==> src/rtl/dmac_ctl_pkg.sv <==
package dmac_ctl_pkg;
   localparam int DATA_W   = 8;
   localparam int SEL_W    = 2;
   localparam int MODE_W   = 6;
   localparam int ADDR_W   = 2;
   localparam int MAX_CH   = 4;
   localparam int AUTO_BIT = 2;   // auto-initialization bit inside stored mode
   localparam int ONOFF_BIT = 2;  // set/clear bit in single-channel commands

   typedef enum logic [ADDR_W-1:0] {
      REG_MODE_STAT = 2'd0,
      REG_SMASK     = 2'd1,
      REG_AMASK     = 2'd2,
      REG_SWREQ     = 2'd3
   } reg_addr_e;
endpackage

==> src/rtl/dmac_dreq_sync.sv <==
module dmac_dreq_sync #(
   parameter int N_CH   = 4,
   parameter int STAGES = 2
) (
   input  logic            clk,
   input  logic            rst_n,
   input  logic [N_CH-1:0] req_in,
   output logic [N_CH-1:0] req_out
);
   generate
      if (STAGES == 0) begin : g_bypass
         assign req_out = req_in;
      end else begin : g_chain
         logic [STAGES-1:0][N_CH-1:0] stg_q;
         always_ff @(posedge clk or negedge rst_n) begin
            if (!rst_n) begin
               stg_q <= '0;
            end else begin
               stg_q[0] <= req_in;
               for (int s = 1; s < STAGES; s++) begin
                  stg_q[s] <= stg_q[s-1];
               end
            end
         end
         assign req_out = stg_q[STAGES-1];
      end
   endgenerate
endmodule

==> src/rtl/dmac_regif.sv <==
module dmac_regif
   import dmac_ctl_pkg::*;
#(
   parameter int N_CH = 4
) (
   input  logic                     wr_en,
   input  logic                     rd_en,
   input  logic [ADDR_W-1:0]        addr,
   input  logic [DATA_W-1:0]        wdata,
   input  logic [N_CH-1:0]          tc_vec,
   input  logic [N_CH-1:0]          req_vec,
   input  logic [N_CH-1:0]          mask_vec,
   input  logic [N_CH-1:0]          sw_vec,
   output logic [N_CH-1:0]          mode_we,
   output logic [MODE_W-1:0]        mode_d,
   output logic [N_CH-1:0]          smask_set,
   output logic [N_CH-1:0]          smask_clr,
   output logic                     amask_ld,
   output logic [N_CH-1:0]          amask_d,
   output logic [N_CH-1:0]          sw_set,
   output logic [N_CH-1:0]          sw_clr,
   output logic                     stat_rd,
   output logic [DATA_W-1:0]        rdata
);
   localparam int PAD = MAX_CH - N_CH;

   logic wr_mode, wr_smask, wr_amask, wr_sw;
   logic [SEL_W-1:0] sel;
   logic             onoff;

   assign sel      = wdata[SEL_W-1:0];
   assign onoff    = wdata[ONOFF_BIT];
   assign wr_mode  = wr_en && (addr == REG_MODE_STAT);
   assign wr_smask = wr_en && (addr == REG_SMASK);
   assign wr_amask = wr_en && (addr == REG_AMASK);
   assign wr_sw    = wr_en && (addr == REG_SWREQ);
   assign stat_rd  = rd_en && (addr == REG_MODE_STAT);
   assign mode_d   = wdata[DATA_W-1:SEL_W];
   assign amask_ld = wr_amask;
   assign amask_d  = wdata[N_CH-1:0];

   genvar c;
   generate
      for (c = 0; c < N_CH; c++) begin : g_dec
         logic hit;
         assign hit          = (sel == SEL_W'(c));
         assign mode_we[c]   = wr_mode  && hit;
         assign smask_set[c] = wr_smask && hit && onoff;
         assign smask_clr[c] = wr_smask && hit && !onoff;
         assign sw_set[c]    = wr_sw    && hit && onoff;
         assign sw_clr[c]    = wr_sw    && hit && !onoff;
      end
   endgenerate

   logic [MAX_CH-1:0] tc4, req4, mask4, sw4;
   generate
      if (PAD == 0) begin : g_full
         assign tc4   = tc_vec;
         assign req4  = req_vec;
         assign mask4 = mask_vec;
         assign sw4   = sw_vec;
      end else begin : g_pad
         assign tc4   = {{PAD{1'b0}}, tc_vec};
         assign req4  = {{PAD{1'b0}}, req_vec};
         assign mask4 = {{PAD{1'b0}}, mask_vec};
         assign sw4   = {{PAD{1'b0}}, sw_vec};
      end
   endgenerate

   always_comb begin
      unique case (addr)
         REG_MODE_STAT: rdata = {req4, tc4};
         REG_SMASK:     rdata = {4'b0000, mask4};
         REG_AMASK:     rdata = {4'b0000, sw4};
         default:       rdata = '0;
      endcase
   end
endmodule

==> src/rtl/dmac_chan_slice.sv <==
module dmac_chan_slice
   import dmac_ctl_pkg::*;
(
   input  logic              clk,
   input  logic              rst_n,
   input  logic              mode_we,
   input  logic [MODE_W-1:0] mode_d,
   input  logic              smask_set,
   input  logic              smask_clr,
   input  logic              amask_ld,
   input  logic              amask_bit,
   input  logic              sw_set,
   input  logic              sw_clr,
   input  logic              tc_pulse,
   input  logic              tc_clr,
   output logic [MODE_W-1:0] mode_q,
   output logic              mask_q,
   output logic              sw_q,
   output logic              tc_q
);
   logic auto_init;
   assign auto_init = mode_q[AUTO_BIT];

   always_ff @(posedge clk or negedge rst_n) begin
      if (!rst_n) begin
         mode_q <= '0;
      end else if (mode_we) begin
         mode_q <= mode_d;
      end
   end

   // terminal count wins over any software update in the same cycle
   always_ff @(posedge clk or negedge rst_n) begin
      if (!rst_n) begin
         mask_q <= 1'b1;
      end else if (tc_pulse && !auto_init) begin
         mask_q <= 1'b1;
      end else if (amask_ld) begin
         mask_q <= amask_bit;
      end else if (smask_set) begin
         mask_q <= 1'b1;
      end else if (smask_clr) begin
         mask_q <= 1'b0;
      end
   end

   always_ff @(posedge clk or negedge rst_n) begin
      if (!rst_n) begin
         sw_q <= 1'b0;
      end else if (tc_pulse) begin
         sw_q <= 1'b0;
      end else if (sw_set) begin
         sw_q <= 1'b1;
      end else if (sw_clr) begin
         sw_q <= 1'b0;
      end
   end

   always_ff @(posedge clk or negedge rst_n) begin
      if (!rst_n) begin
         tc_q <= 1'b0;
      end else if (tc_pulse) begin
         tc_q <= 1'b1;
      end else if (tc_clr) begin
         tc_q <= 1'b0;
      end
   end
endmodule

==> src/rtl/dmac_ctl.sv <==
module dmac_ctl
   import dmac_ctl_pkg::*;
#(
   parameter int N_CH        = 4,
   parameter int SYNC_STAGES = 2
) (
   input  logic                     clk,
   input  logic                     rst_n,
   input  logic                     wr_en,
   input  logic                     rd_en,
   input  logic [1:0]               addr,
   input  logic [7:0]               wdata,
   output logic [7:0]               rdata,
   input  logic [N_CH-1:0]          dreq_i,
   input  logic [N_CH-1:0]          tc_i,
   output logic [N_CH-1:0]          eff_req_o,
   output logic [6*N_CH-1:0]        mode_o
);
   localparam int MODE_BITS = MODE_W * N_CH;

   generate
      if (N_CH < 1 || N_CH > MAX_CH) begin : g_bad_nch
         $error("dmac_ctl: N_CH must lie in 1..4");
      end
      if (SYNC_STAGES < 0 || SYNC_STAGES > 4) begin : g_bad_sync
         $error("dmac_ctl: SYNC_STAGES must lie in 0..4");
      end
   endgenerate

   logic [N_CH-1:0]        req_s;
   logic [N_CH-1:0]        mask_q, swreq_q, tc_q;
   logic [N_CH-1:0]        mode_we, smask_set, smask_clr, sw_set, sw_clr;
   logic [N_CH-1:0]        amask_d;
   logic [MODE_W-1:0]      mode_d;
   logic                   amask_ld, stat_rd;
   logic [MODE_BITS-1:0]   mode_flat;

   dmac_dreq_sync #(.N_CH(N_CH), .STAGES(SYNC_STAGES)) u_sync (
      .clk     (clk),
      .rst_n   (rst_n),
      .req_in  (dreq_i),
      .req_out (req_s)
   );

   dmac_regif #(.N_CH(N_CH)) u_regif (
      .wr_en     (wr_en),
      .rd_en     (rd_en),
      .addr      (addr),
      .wdata     (wdata),
      .tc_vec    (tc_q),
      .req_vec   (req_s),
      .mask_vec  (mask_q),
      .sw_vec    (swreq_q),
      .mode_we   (mode_we),
      .mode_d    (mode_d),
      .smask_set (smask_set),
      .smask_clr (smask_clr),
      .amask_ld  (amask_ld),
      .amask_d   (amask_d),
      .sw_set    (sw_set),
      .sw_clr    (sw_clr),
      .stat_rd   (stat_rd),
      .rdata     (rdata)
   );

   genvar c;
   generate
      for (c = 0; c < N_CH; c++) begin : g_ch
         dmac_chan_slice u_slice (
            .clk       (clk),
            .rst_n     (rst_n),
            .mode_we   (mode_we[c]),
            .mode_d    (mode_d),
            .smask_set (smask_set[c]),
            .smask_clr (smask_clr[c]),
            .amask_ld  (amask_ld),
            .amask_bit (amask_d[c]),
            .sw_set    (sw_set[c]),
            .sw_clr    (sw_clr[c]),
            .tc_pulse  (tc_i[c]),
            .tc_clr    (stat_rd),
            .mode_q    (mode_flat[c*MODE_W +: MODE_W]),
            .mask_q    (mask_q[c]),
            .sw_q      (swreq_q[c]),
            .tc_q      (tc_q[c])
         );
         assign eff_req_o[c] = (req_s[c] | swreq_q[c]) & ~mask_q[c];
      end
   endgenerate

   assign mode_o = mode_flat;
endmodule

==> config.mk <==
export PLATFORM = sky130hd
export DESIGN_NAME = dmac_ctl
export DESIGN_NICKNAME = d
export VERILOG_FILES = /design/src/rtl/dmac_ctl_pkg.sv /design/src/rtl/dmac_dreq_sync.sv /design/src/rtl/dmac_regif.sv /design/src/rtl/dmac_chan_slice.sv /design/src/rtl/dmac_ctl.sv
export SDC_FILE = /design/constraint.sdc
export NUM_CORES = 1
export LEC_CHECK = 0
export CORE_MARGIN = 3
export CORE_UTILIZATION = 55
export DETAILED_ROUTE_END_ITERATION = 16
export DONT_BUFFER_PORTS = 1
export GPL_TIMING_DRIVEN = 0
export PLACE_DENSITY = 0.75
export SYNTH_ARGS = -nofsm -noshare
export SYNTH_HDL_FRONTEND = slang
export SYNTH_HIERARCHICAL = 1
export SYNTH_SLANG_ARGS = --single-unit
==> constraint.sdc <==
create_clock -name clk -period 0.9 [get_ports clk]
set_input_delay 0.045 -clock clk [delete_from_list [all_inputs] [get_ports clk]]
set_output_delay 0.045 -clock clk [all_outputs]
set_load 0.005 [all_outputs]
==> impl_summary.log <==
INFO  metric fillers = 295
INFO  metric cts.root.buffer_cell = sky130_fd_sc_hd__clkbuf_8
INFO  metric max-clock-path-buffers = 2
INFO  metric max-vdd-ir-drop = 1.13 mV
INFO  metric worst_setup_slack_before_clock_tree_synthesis = -320 ps
INFO  metric worst_slew_margin_rel = 79.4%
INFO  metric internal_power = 0.00336 W
INFO  metric timing_hold_violations_final = 44
INFO  metric port-buffer-count = 0
INFO  metric drt-wirelength-per-cell = 18.6 µm
INFO  metric worst_path_largest_cell_delay = 550 ps
INFO  metric power.leakage = 1.05 nW
INFO  metric criticalPathCategory = reg -> out
INFO  metric grt_start_max_net_pins = 45
INFO  metric post-cts-setup-buffers = 0
INFO  metric grt_met3_usage = 7.39%
INFO  metric detailroute.via_count = 1290
INFO  metric timing.critical_path.required = 850 ps
INFO  metric final_period_minus_worst_setup_slack = 1140 ps
INFO  metric detailed_place.area = 0.00222 mm²
INFO  metric timing.final.setup_violations = 12
INFO  metric synth-seq-area-share = 51.8%
INFO  metric hold_slack = -558 ps
INFO  metric cellPowerDensity = 1840 mW/mm²
INFO  metric portion_of_total_power_attributed_to_sequential_cells = 57.3%
INFO  metric post_drt_via_cell_ratio = 5.38
INFO  metric cts.sinks = 44
INFO  metric postLayoutCellArea = 0.00244 mm²
INFO  metric drt_pre_antenna_iters = 4
INFO  metric floorplan.io_pins = 58
INFO  metric seqCellArea = 0.00111 mm²
INFO  metric number_of_enable_flip_flop_cells_after_synthesis = 0
INFO  metric wirelength = 4450 µm
INFO  metric synth_fp_nets = 198
INFO  metric hold_class = in -> async
INFO  metric postSynthCellCount = 176
INFO  metric critical_path_capture_point_type = primary output
INFO  metric outcome = finished with violations
INFO  metric tritoncts = built
INFO  metric timing.final.ws_setup = -235 ps
INFO  metric h-tree-depth = 2
INFO  metric floorplan.die.width = 68.3 µm
INFO  metric drt_first_iter_violations = 62
INFO  metric largest_fanout_on_the_critical_path = 3
INFO  metric arrival = 1090 ps
INFO  metric switching_share = 25.4%
INFO  metric cts_bufs_inserted = 5
INFO  metric gp_congestion = 0.868
INFO  metric critPathSlowestCell = sky130_fd_sc_hd__dfstp_2
INFO  metric synth_flop_cell = sky130_fd_sc_hd__dfrtp_1
INFO  metric coreArea = 0.00369 mm²
INFO  metric track_usage = 21.0%
INFO  metric power_frac_comb = 16.5%
INFO  metric grt_antenna_before_repair = 0
INFO  metric drcViolationCount = 0
INFO  metric met1_usage = 26.8%
INFO  metric antenna_left = 0
INFO  metric gr-total-overflow = 0
INFO  metric avgSynthCellArea = 12.1 µm²
INFO  metric violations = hold timing, setup timing
INFO  metric drive_gt1_share = 34.4%
INFO  metric slew_violations = 0
INFO  metric floorplan.rows = 22
INFO  metric buffers_and_inverters_on_the_worst_path = 0
INFO  metric first_global_vias = 1350
INFO  metric most_used_layer_global_route = met2
INFO  metric syn2layout_area_growth = 14.4%
INFO  metric power.share.clock = 26.2%
INFO  metric yosys_warnings = 6
INFO  metric yosys.cell_types.count = 23
INFO  metric power.net_switching = 0.00114 W
INFO  metric cap_violations = 0
INFO  metric period_share = 126%
INFO  metric die_h = 68.3 µm
INFO  metric multi_input_area = 888 µm²
INFO  metric clock-skew-final = 3.37 ps
INFO  metric cts-hold-fix-buffers = 12
INFO  metric ys_async_sr_fraction = 100%
INFO  metric fp.dieArea = 0.00466 mm²
INFO  metric max_clock_freq = 0.881 GHz
INFO  metric first_pass_grt_wire_length = 7010 µm
INFO  metric nets = 213
INFO  metric initial_core_utilization = 57.8%
INFO  metric antenna_cells_inserted = 0
INFO  metric cell_family_contributing_the_most_delay_on_the_critical_path = flip-flops
INFO  metric cell_area_synth = 0.00213 mm²
INFO  metric postLayoutCoreUtil = 66.2%
INFO  metric crit_chain = mux2i_1, o2bb2ai_1
INFO  metric grt_setup_unrepaired = yes
INFO  metric cts.reportedPaths.clkPinSlew = 80 ps
INFO  metric worst_pin_slew = 308 ps
INFO  metric ys_seq_elements = 44
INFO  metric dp_hpwl = 3240 µm
INFO  metric startpoint_type = flop
INFO  metric worst_skew_pair.late_latency = 290 ps
INFO  metric met2_usage = 34.3%
through the flow:
step / cells / power [W] / TNS (ps)
CTS: 240 / 0.00455 / -1650
finish: 240 / 0.00450 / -1480
detailed placement: 224 / 0.00329 / -4650
floorplan: 176 / 0.00312 / -2300
global route: 240 / 0.00475 / -2030
global placement: 224 / 0.00324 / -4260
layout by cell type (no fill, tap or decap), types with 2 or more instances in the layout:
cell type and count:
sky130_fd_sc_hd__and2_1 2, sky130_fd_sc_hd__o21ba_4 3, sky130_fd_sc_hd__and2_4 4, sky130_fd_sc_hd__dlygate4sd3_1 12, sky130_fd_sc_hd__mux2_4 24, sky130_fd_sc_hd__dfrtp_1 40
sky130_fd_sc_hd__buf_6 5, sky130_fd_sc_hd__nor2_1 21, sky130_fd_sc_hd__inv_1 12, sky130_fd_sc_hd__a21o_1 4, sky130_fd_sc_hd__o2bb2ai_2 2, sky130_fd_sc_hd__nand3b_1 4
sky130_fd_sc_hd__clkbuf_8 5, sky130_fd_sc_hd__o21ai_1 3, sky130_fd_sc_hd__o2bb2ai_1 2, sky130_fd_sc_hd__nor2b_1 4, sky130_fd_sc_hd__a21oi_1 12, sky130_fd_sc_hd__dfstp_2 4
sky130_fd_sc_hd__buf_4 10, sky130_fd_sc_hd__nor3_2 4, sky130_fd_sc_hd__mux2i_1 4
worst paths after layout:
check / from / to / slack [ps] / depth (start not counted)
max: g_ch[0].u_slice/mask_q / rdata[0] / -240 / 2
min: rst_n / g_ch[1].u_slice/sw_q / -560 / 0
max reg2reg: g_ch[0].u_slice/mask_q / g_ch[0].u_slice/mask_q / 60 / 2
min reg2reg: u_sync/g_chain.stg_q[3] / u_sync/req_out[3] / 350 / 0
max in group asynchronous: rst_n / g_ch[2].u_slice/mask_q / 1270 / 0
min in group clk: tc_i[1] / g_ch[1].u_slice/mask_q / 10 / 3
power groups by stage:
stage | Combinational (W) | Sequential [W] | Clock (W)
floorplan | 0.000602 | 0.00251 | 0
global placement | 0.000651 | 0.00259 | 0
detailed placement | 0.000684 | 0.00261 | 0
CTS | 0.000728 | 0.00259 | 0.00124
global route | 0.000792 | 0.00263 | 0.00133
finish | 0.000741 | 0.00258 | 0.00118
routing by layer:
metal / share of wire (%) / up-vias
li1: - / 602
met1: 41 / 643
met2: 52 / 43
met3: 6.5 / 2
met4: 0.13 / 0
met5: 0 / -
area by class of cell:
class	instances	area share, %
timing repair buffer	12	4.92
tap	48	2.46
clock buffer	6	2.97
multi-input combinational	100	36.4
inverter	12	1.85
clock inverter	2	0.513
sequential	44	45.3
buffer	16	5.59
synthesized netlist by cell type (all sizes together) (6+ instances only):
cell type   n  area, µm²
buf        20        163
inv        12       45.0
nor2       21       78.8
dfrtp      40       1000
mux2       24        360
and2        6       37.5
a21oi      12       60.1
flip-flops by register name, indices dropped and copies added, names as in the netlist:
| register | count |
|---|---|
| g_ch.u_slice/mode_q | 24 |
| g_ch.u_slice/mask_q | 4 |
| g_ch.u_slice/sw_q | 4 |
| g_ch.u_slice/tc_q | 4 |
| u_sync/g_chain.stg_q | 4 |
| u_sync/req_out | 4 |
what timing repair did:
item / in CTS / in global routing
pin swaps: 4 / 0
gates resized for setup: 6 / 8
endpoints found under the setup margin: 12 / 20
hold endpoints to repair: 63 / 44
cells by family (layout without fill, tap and decap cells):
kind of cell / after synthesis / in the layout / share of synthesized area (%)
buffers and inverters: 32 / 48 / 9.74
AO/OA/AOI/OAI: 28 / 28 / 8.68
AND/OR/NAND/NOR: 44 / 44 / 11.0
multiplexers: 28 / 28 / 18.8
flip-flops: 44 / 44 / 51.8
Power figures use the tool's default switching activity.
